--- src/rtl/wfgen_pkg.sv ---
package wfgen_pkg;

    localparam int SEL_W = 3;

    typedef enum logic [SEL_W-1:0] {
        SHP_SQUARE = 3'd0,
        SHP_RAMP   = 3'd1,
        SHP_TRI    = 3'd2,
        SHP_SINE   = 3'd3
    } shape_e;

endpackage

--- src/rtl/wfgen_phase_timer.sv ---
module wfgen_phase_timer #(
    parameter int PH_W   = 8,
    parameter int RATE_W = 2
) (
    input  logic              clk,
    input  logic              rst,
    input  logic [RATE_W-1:0] rate_sel,
    output logic [PH_W-1:0]   phase
);

    localparam int PRE_W = (1 << RATE_W) - 1;

    typedef struct packed {
        logic [PH_W-1:0]  phase;
        logic [PRE_W-1:0] pre;
    } tmr_t;

    tmr_t             tmr_d, tmr_q;
    logic [PRE_W-1:0] mask_d;
    logic             step_d;

    always_comb begin
        for (int i = 0; i < PRE_W; i++) begin
            mask_d[i] = (i < int'(rate_sel));
        end
        step_d       = ((tmr_q.pre & mask_d) == mask_d);
        tmr_d        = tmr_q;
        tmr_d.pre    = tmr_q.pre + 1'b1;
        if (step_d) begin
            tmr_d.phase = tmr_q.phase + 1'b1;
        end
        if (rst) begin
            tmr_d = '0;
        end
    end

    always_ff @(posedge clk) begin
        tmr_q <= tmr_d;
    end

    assign phase = tmr_q.phase;

    // reset clears the phase and the prescale count
    assert_timer_reset_R1: assert property (@(posedge clk)
        rst |=> (tmr_q == '0));

    // the phase either holds or moves up by exactly one
    assert_phase_single_step_R8: assert property (@(posedge clk) disable iff (rst)
        !rst |=> ((tmr_q.phase == $past(tmr_q.phase)) ||
                  (tmr_q.phase == PH_W'($past(tmr_q.phase) + 1'b1))));

    // at the base rate the phase moves on every clock
    assert_base_rate_step_R10: assert property (@(posedge clk) disable iff (rst)
        (rate_sel == '0) |=> (tmr_q.phase == PH_W'($past(tmr_q.phase) + 1'b1)));

endmodule

--- src/rtl/wfgen_shape_mapper.sv ---
module wfgen_shape_mapper
    import wfgen_pkg::*;
#(
    parameter int W = 8
) (
    input  logic [W-1:0]     phase,
    input  logic [SEL_W-1:0] shape_sel,
    input  logic [W-1:0]     sine_in,
    output logic [W-1:0]     shape_val
);

    localparam logic [W-1:0] MAXV = {W{1'b1}};

    logic          upper_half;
    logic [W-1:0]  doubled;

    always_comb begin
        upper_half = phase[W-1];
        doubled    = {phase[W-2:0], 1'b0};
        case (shape_sel)
            SHP_SQUARE: shape_val = upper_half ? '0 : MAXV;
            SHP_RAMP:   shape_val = phase;
            SHP_TRI:    shape_val = upper_half ? ~doubled : doubled;
            SHP_SINE:   shape_val = sine_in;
            default:    shape_val = '0;
        endcase
    end

endmodule

--- src/rtl/wfgen_gain_shifter.sv ---
module wfgen_gain_shifter #(
    parameter int W      = 8,
    parameter int GAIN_W = 2
) (
    input  logic [W-1:0]      raw,
    input  logic [GAIN_W-1:0] gain_sel,
    output logic [W-1:0]      scaled
);

    always_comb begin
        scaled = raw >> gain_sel;
    end

endmodule

--- src/rtl/wfgen_core.sv ---
module wfgen_core
    import wfgen_pkg::*;
#(
    parameter int W      = 8,
    parameter int RATE_W = 2,
    parameter int GAIN_W = 2
) (
    input  logic              clk,
    input  logic              rst,
    input  logic [SEL_W-1:0]  shape_sel,
    input  logic [RATE_W-1:0] rate_sel,
    input  logic [GAIN_W-1:0] gain_sel,
    input  logic [W-1:0]      sine_in,
    output logic [W-1:0]      sample_out
);

    localparam logic [W-1:0] MAXV = {W{1'b1}};

    typedef struct packed {
        logic [W-1:0] sample;
    } out_t;

    logic [W-1:0] phase;
    logic [W-1:0] shape_val;
    logic [W-1:0] scaled;
    out_t         out_d, out_q;

    wfgen_phase_timer #(.PH_W(W), .RATE_W(RATE_W)) timer_i (
        .clk      (clk),
        .rst      (rst),
        .rate_sel (rate_sel),
        .phase    (phase)
    );

    wfgen_shape_mapper #(.W(W)) mapper_i (
        .phase     (phase),
        .shape_sel (shape_sel),
        .sine_in   (sine_in),
        .shape_val (shape_val)
    );

    wfgen_gain_shifter #(.W(W), .GAIN_W(GAIN_W)) shifter_i (
        .raw      (shape_val),
        .gain_sel (gain_sel),
        .scaled   (scaled)
    );

    always_comb begin
        out_d        = out_q;
        out_d.sample = scaled;
        if (rst) begin
            out_d = '0;
        end
    end

    always_ff @(posedge clk) begin
        out_q <= out_d;
    end

    assign sample_out = out_q.sample;

    // reset forces the output to zero
    assert_out_reset_R1: assert property (@(posedge clk)
        rst |=> (sample_out == '0));

    // unused shape codes give zero
    assert_blank_codes_R7: assert property (@(posedge clk) disable iff (rst)
        (shape_sel >= 3'd4) |=> (sample_out == '0));

    // unscaled square only takes the two rail values
    assert_square_rails_R3: assert property (@(posedge clk) disable iff (rst)
        ((shape_sel == 3'd0) && (gain_sel == '0)) |=>
            ((sample_out == '0) || (sample_out == MAXV)));

    // unscaled sine code forwards the prior sine input
    assert_sine_forward_R6: assert property (@(posedge clk) disable iff (rst)
        ((shape_sel == 3'd3) && (gain_sel == '0)) |=> (sample_out == $past(sine_in)));

    // the shifted sample never exceeds the shifted full scale
    assert_gain_ceiling_R9: assert property (@(posedge clk) disable iff (rst)
        !rst |=> (sample_out <= (MAXV >> $past(gain_sel))));

endmodule

--- config.mk ---
export PLATFORM = sky130hd
export DESIGN_NAME = wfgen_core
export DESIGN_NICKNAME = d
export VERILOG_FILES = /design/src/rtl/wfgen_pkg.sv /design/src/rtl/wfgen_phase_timer.sv /design/src/rtl/wfgen_shape_mapper.sv /design/src/rtl/wfgen_gain_shifter.sv /design/src/rtl/wfgen_core.sv
export SDC_FILE = /design/constraint.sdc
export NUM_CORES = 1
export LEC_CHECK = 0
export BUFFER_PORTS_ARGS = -buffer_cell sky130_fd_sc_hd__buf_4
export CAP_MARGIN = 20
export CORE_UTILIZATION = 45
export CTS_CLUSTER_SIZE = 8
export DETAILED_ROUTE_END_ITERATION = 12
export HOLD_SLACK_MARGIN = 0.06
export PLACE_DENSITY = 0.77
export SLEW_MARGIN = 20
export SYNTH_ARGS = -nofsm -noshare
export SYNTH_HDL_FRONTEND = slang
export SYNTH_SLANG_ARGS = --single-unit
--- constraint.sdc ---
create_clock -name clk -period 3.4 [get_ports clk]
set_input_delay 0.17 -clock clk [delete_from_list [all_inputs] [get_ports clk]]
set_output_delay 0.17 -clock clk [all_outputs]
set_load 0.02 [all_outputs]
==> impl_metrics.py <==
metrics = {
    "yosys": {
        "synthFlopType": "dfxtp_1",
        "synth_top_cell_area_share_pct": 33.59,
        "synthTopCellsByArea": "dfxtp_1, mux2i_1, nor2_1",
        "async_flop_share_pct": 0,
        "seq_area_frac_synth_pct": 33.59,
        "synth_compound_area_share_pct": 17.57,
        "ys_ff_latch": 19,
        "yosysWarnings": 0,
        "yosys.area_share.adder_pct": 2.210,
        "yosysTopAreaCell": "dfxtp_1",
        "synth_edf_count": 0,
        "synth_area_per_cell_sq_um": 8.514,
        "synth_top_family_by_area": "simple AND/OR/NAND/NOR gates",
        "synth_xor_area_share_pct": 8.508,
        "syn-num-nets": 152,
        "synth.distinct_cells": 36,
        "synthMuxAreaShare_pct": 9.171,
        "yosys.area_share.simple_pct": 23.65,
        "synthCells": 133,
        "syn_area_sq_mm": 0.001132,
    },
    "cells_and_area": {
        "instances_no_fill": 182,
        "areaGrowthSynthToFinish_pct": 18.01,
        "fill_cells": 222,
        "final_area_sq_mm": 0.001336,
        "post-route-util_pct": 58.17,
        "drive_above_1_share_pct": 22.73,
        "fin_nets": 174,
        "final_cell_mix": "buf_4, dfxtp_1, nor2_1",
        "antenna_cells": 0,
        "layout_commonest_cell": "buf_4",
    },
    "setup_path": {
        "crit_arrival_ns": 1.88,
        "crit_path_start_kind": "flip-flop",
        "crit_fanout": 12,
        "crit_path_end_kind": "flip-flop",
        "cp.required_ns": 3.59,
        "slowest_stage": "dfxtp_1",
        "critPathBufInv": 0,
        "worstSetupPathType": "flip-flop to flip-flop",
        "path_cells": "nor2_1, a32o_1, a21oi_1, o311a_1, o32ai_2",
        "cpPeakStageDelay_ns": 0.62,
        "critical-path-top-delay-family": "compound AO/OA/AOI/OAI gates",
    },
    "placement": {
        "dp.cells": 177,
        "portBuffers": 24,
        "placed_cell_area_sq_mm": 0.001299,
        "hpwl_um": 1882,
        "dp_slack_ns": 1.763,
        "place_congestion": 0.8351,
    },
    "routing": {
        "drtIter0Drc": 19,
        "viasPerCell": 5.593,
        "wl_um": 2456,
        "vias": 1018,
        "antenna_left": 0,
        "remaining_drc_errors": 0,
        "routedWlPerCell_um": 13.49,
        "first_pass_iters": 5,
    },
    "status": {
        "status": "finished, final reports clean",
    },
    "clocking": {
        "cts_sinks": 19,
        "cts_setup_buffers": 0,
        "htree_levels": 1,
        "cts_root_buf": "clkbuf_4",
        "clk_latency_ns": 0.30,
        "cts_buffers": 3,
        "clk_path_buf_depth": 2,
        "clkTransAtPathRegs_ns": 0.11,
        "cts_tree": "built",
    },
    "power": {
        "ir_drop_uv": 287.5,
        "power_mw": 0.4451,
        "power.density_mw_per_mm2": 333.1,
        "total_leakage_power_nw": 0.5480,
    },
    "floorplan": {
        "die_w_um": 52.16,
        "die_h_um": 52.16,
        "io_pins": 25,
        "core_area_sq_mm": 0.002297,
        "std_cell_rows": 17,
        "initial_core_util_pct": 49.29,
        "die_area_sq_mm": 0.002721,
    },
    "sta": {
        "hold-worst-slack_ns": 0.09647,
        "period_share_pct": 49.59,
        "postLayoutSetupSlackWorst_ns": 1.714,
        "hold_violations": 0,
        "period_needed_ns": 1.686,
        "finClkSkew_ns": 0.009163,
        "tns_ns": 0,
        "worstMarginPinSlew_ns": 0.4600,
        "slew_headroom_pct": 69.29,
        "finalSetupViolCount": 0,
        "rsz0062_at_grt": "no",
        "fmaxAchievable_mhz": 593.1,
        "slew_violations": 0,
    },
    "worst_hold_path": {
        "hp-class": "input port to flip-flop",
    },
    "global_route": {
        "grt_max_degree": 20,
        "grt_pass1_vias": 967,
        "track_usage_pct": 20.29,
        "antenna_found_initial": 0,
        "grt-ovfl-total": 0,
        "grt_pass1_wl_um": 4091,
    },
    "run": {
        "cap_viol_max_count": 0,
    },
}
[worst register-to-register path, cell delays in order, from the launching register on]
cell and delay [ns]:
dfxtp_1 0.62, nor2_1 0.14, a32o_1 0.24, a21oi_1 0.26, o311a_1 0.24, o32ai_2 0.08
[logic make-up after synthesis]
group	count (synthesis)
simple gates	52
compound gates	28
flops	19
buf+inv	11
fa+ha+maj	2
mux	10
xor+xnor	11
[cell usage after synthesis, drive strengths merged, types with 4 or more instances]
cell	count
a21oi	10
dfxtp	19
and3	4
buf	5
xnor2	6
nor3	5
nand2	4
nand3	5
or3	5
mux2i	7
xor2	5
nor2	16
nor2b	7
[registers in the layout, summed over array words and instances (netlist names)]
name and cells:
sample_out 8, timer_i.tmr_q 3, timer_i.phase 8
[where the power goes]
part / internal [mW] / leakage [nW] / switching [mW]
registers: 0.231 / 0.154 / 0.00671
logic: 0.0446 / 0.376 / 0.0484
clock network: 0.0438 / 0.0177 / 0.0706
total: 0.319 / 0.548 / 0.126
[worst paths after layout]
kind                                                     from                          end  slack (ns)  cells past startpoint
worst max register to register  timer_i.phase[7]$_SDFFE_PP0N_     sample_out[4]$_SDFF_PP0_        1.71                      5
worst max-delay path            timer_i.phase[7]$_SDFFE_PP0N_     sample_out[4]$_SDFF_PP0_        1.71                      5
worst min-delay path                              gain_sel[0]     sample_out[7]$_SDFF_PP0_         0.1                      2
worst min register to register    timer_i.tmr_q[0]$_SDFF_PP0_  timer_i.tmr_q[0]$_SDFF_PP0_        0.48                      1
[layout make-up]
type / instances / area, sq um / area share, %
clock inverter: 1 / 5.005 / 0.3745
clock buffer: 3 / 22.52 / 1.685
tap: 28 / 35.03 / 2.622
timing repair buffer: 25 / 190.2 / 14.23
sequential: 19 / 380.4 / 28.46
multi-input combinational: 103 / 691.9 / 51.78
inverter: 3 / 11.26 / 0.8427
[timing repair]
item	in CTS	in global routing
hold buffers	1	0
endpoints found under the setup margin	0	0
gates resized for setup	0	0
hold endpoints to repair	1	0
[metal layers]
metal	global-route usage [%]	vias up	wire length, um
li1	-	515	-
met1	24.24	469	1088
met2	33.97	26	1209
met3	4.094	8	113
met4	10.53	0	44
met5	0	-	0
Power figures use the tool's default switching activity.
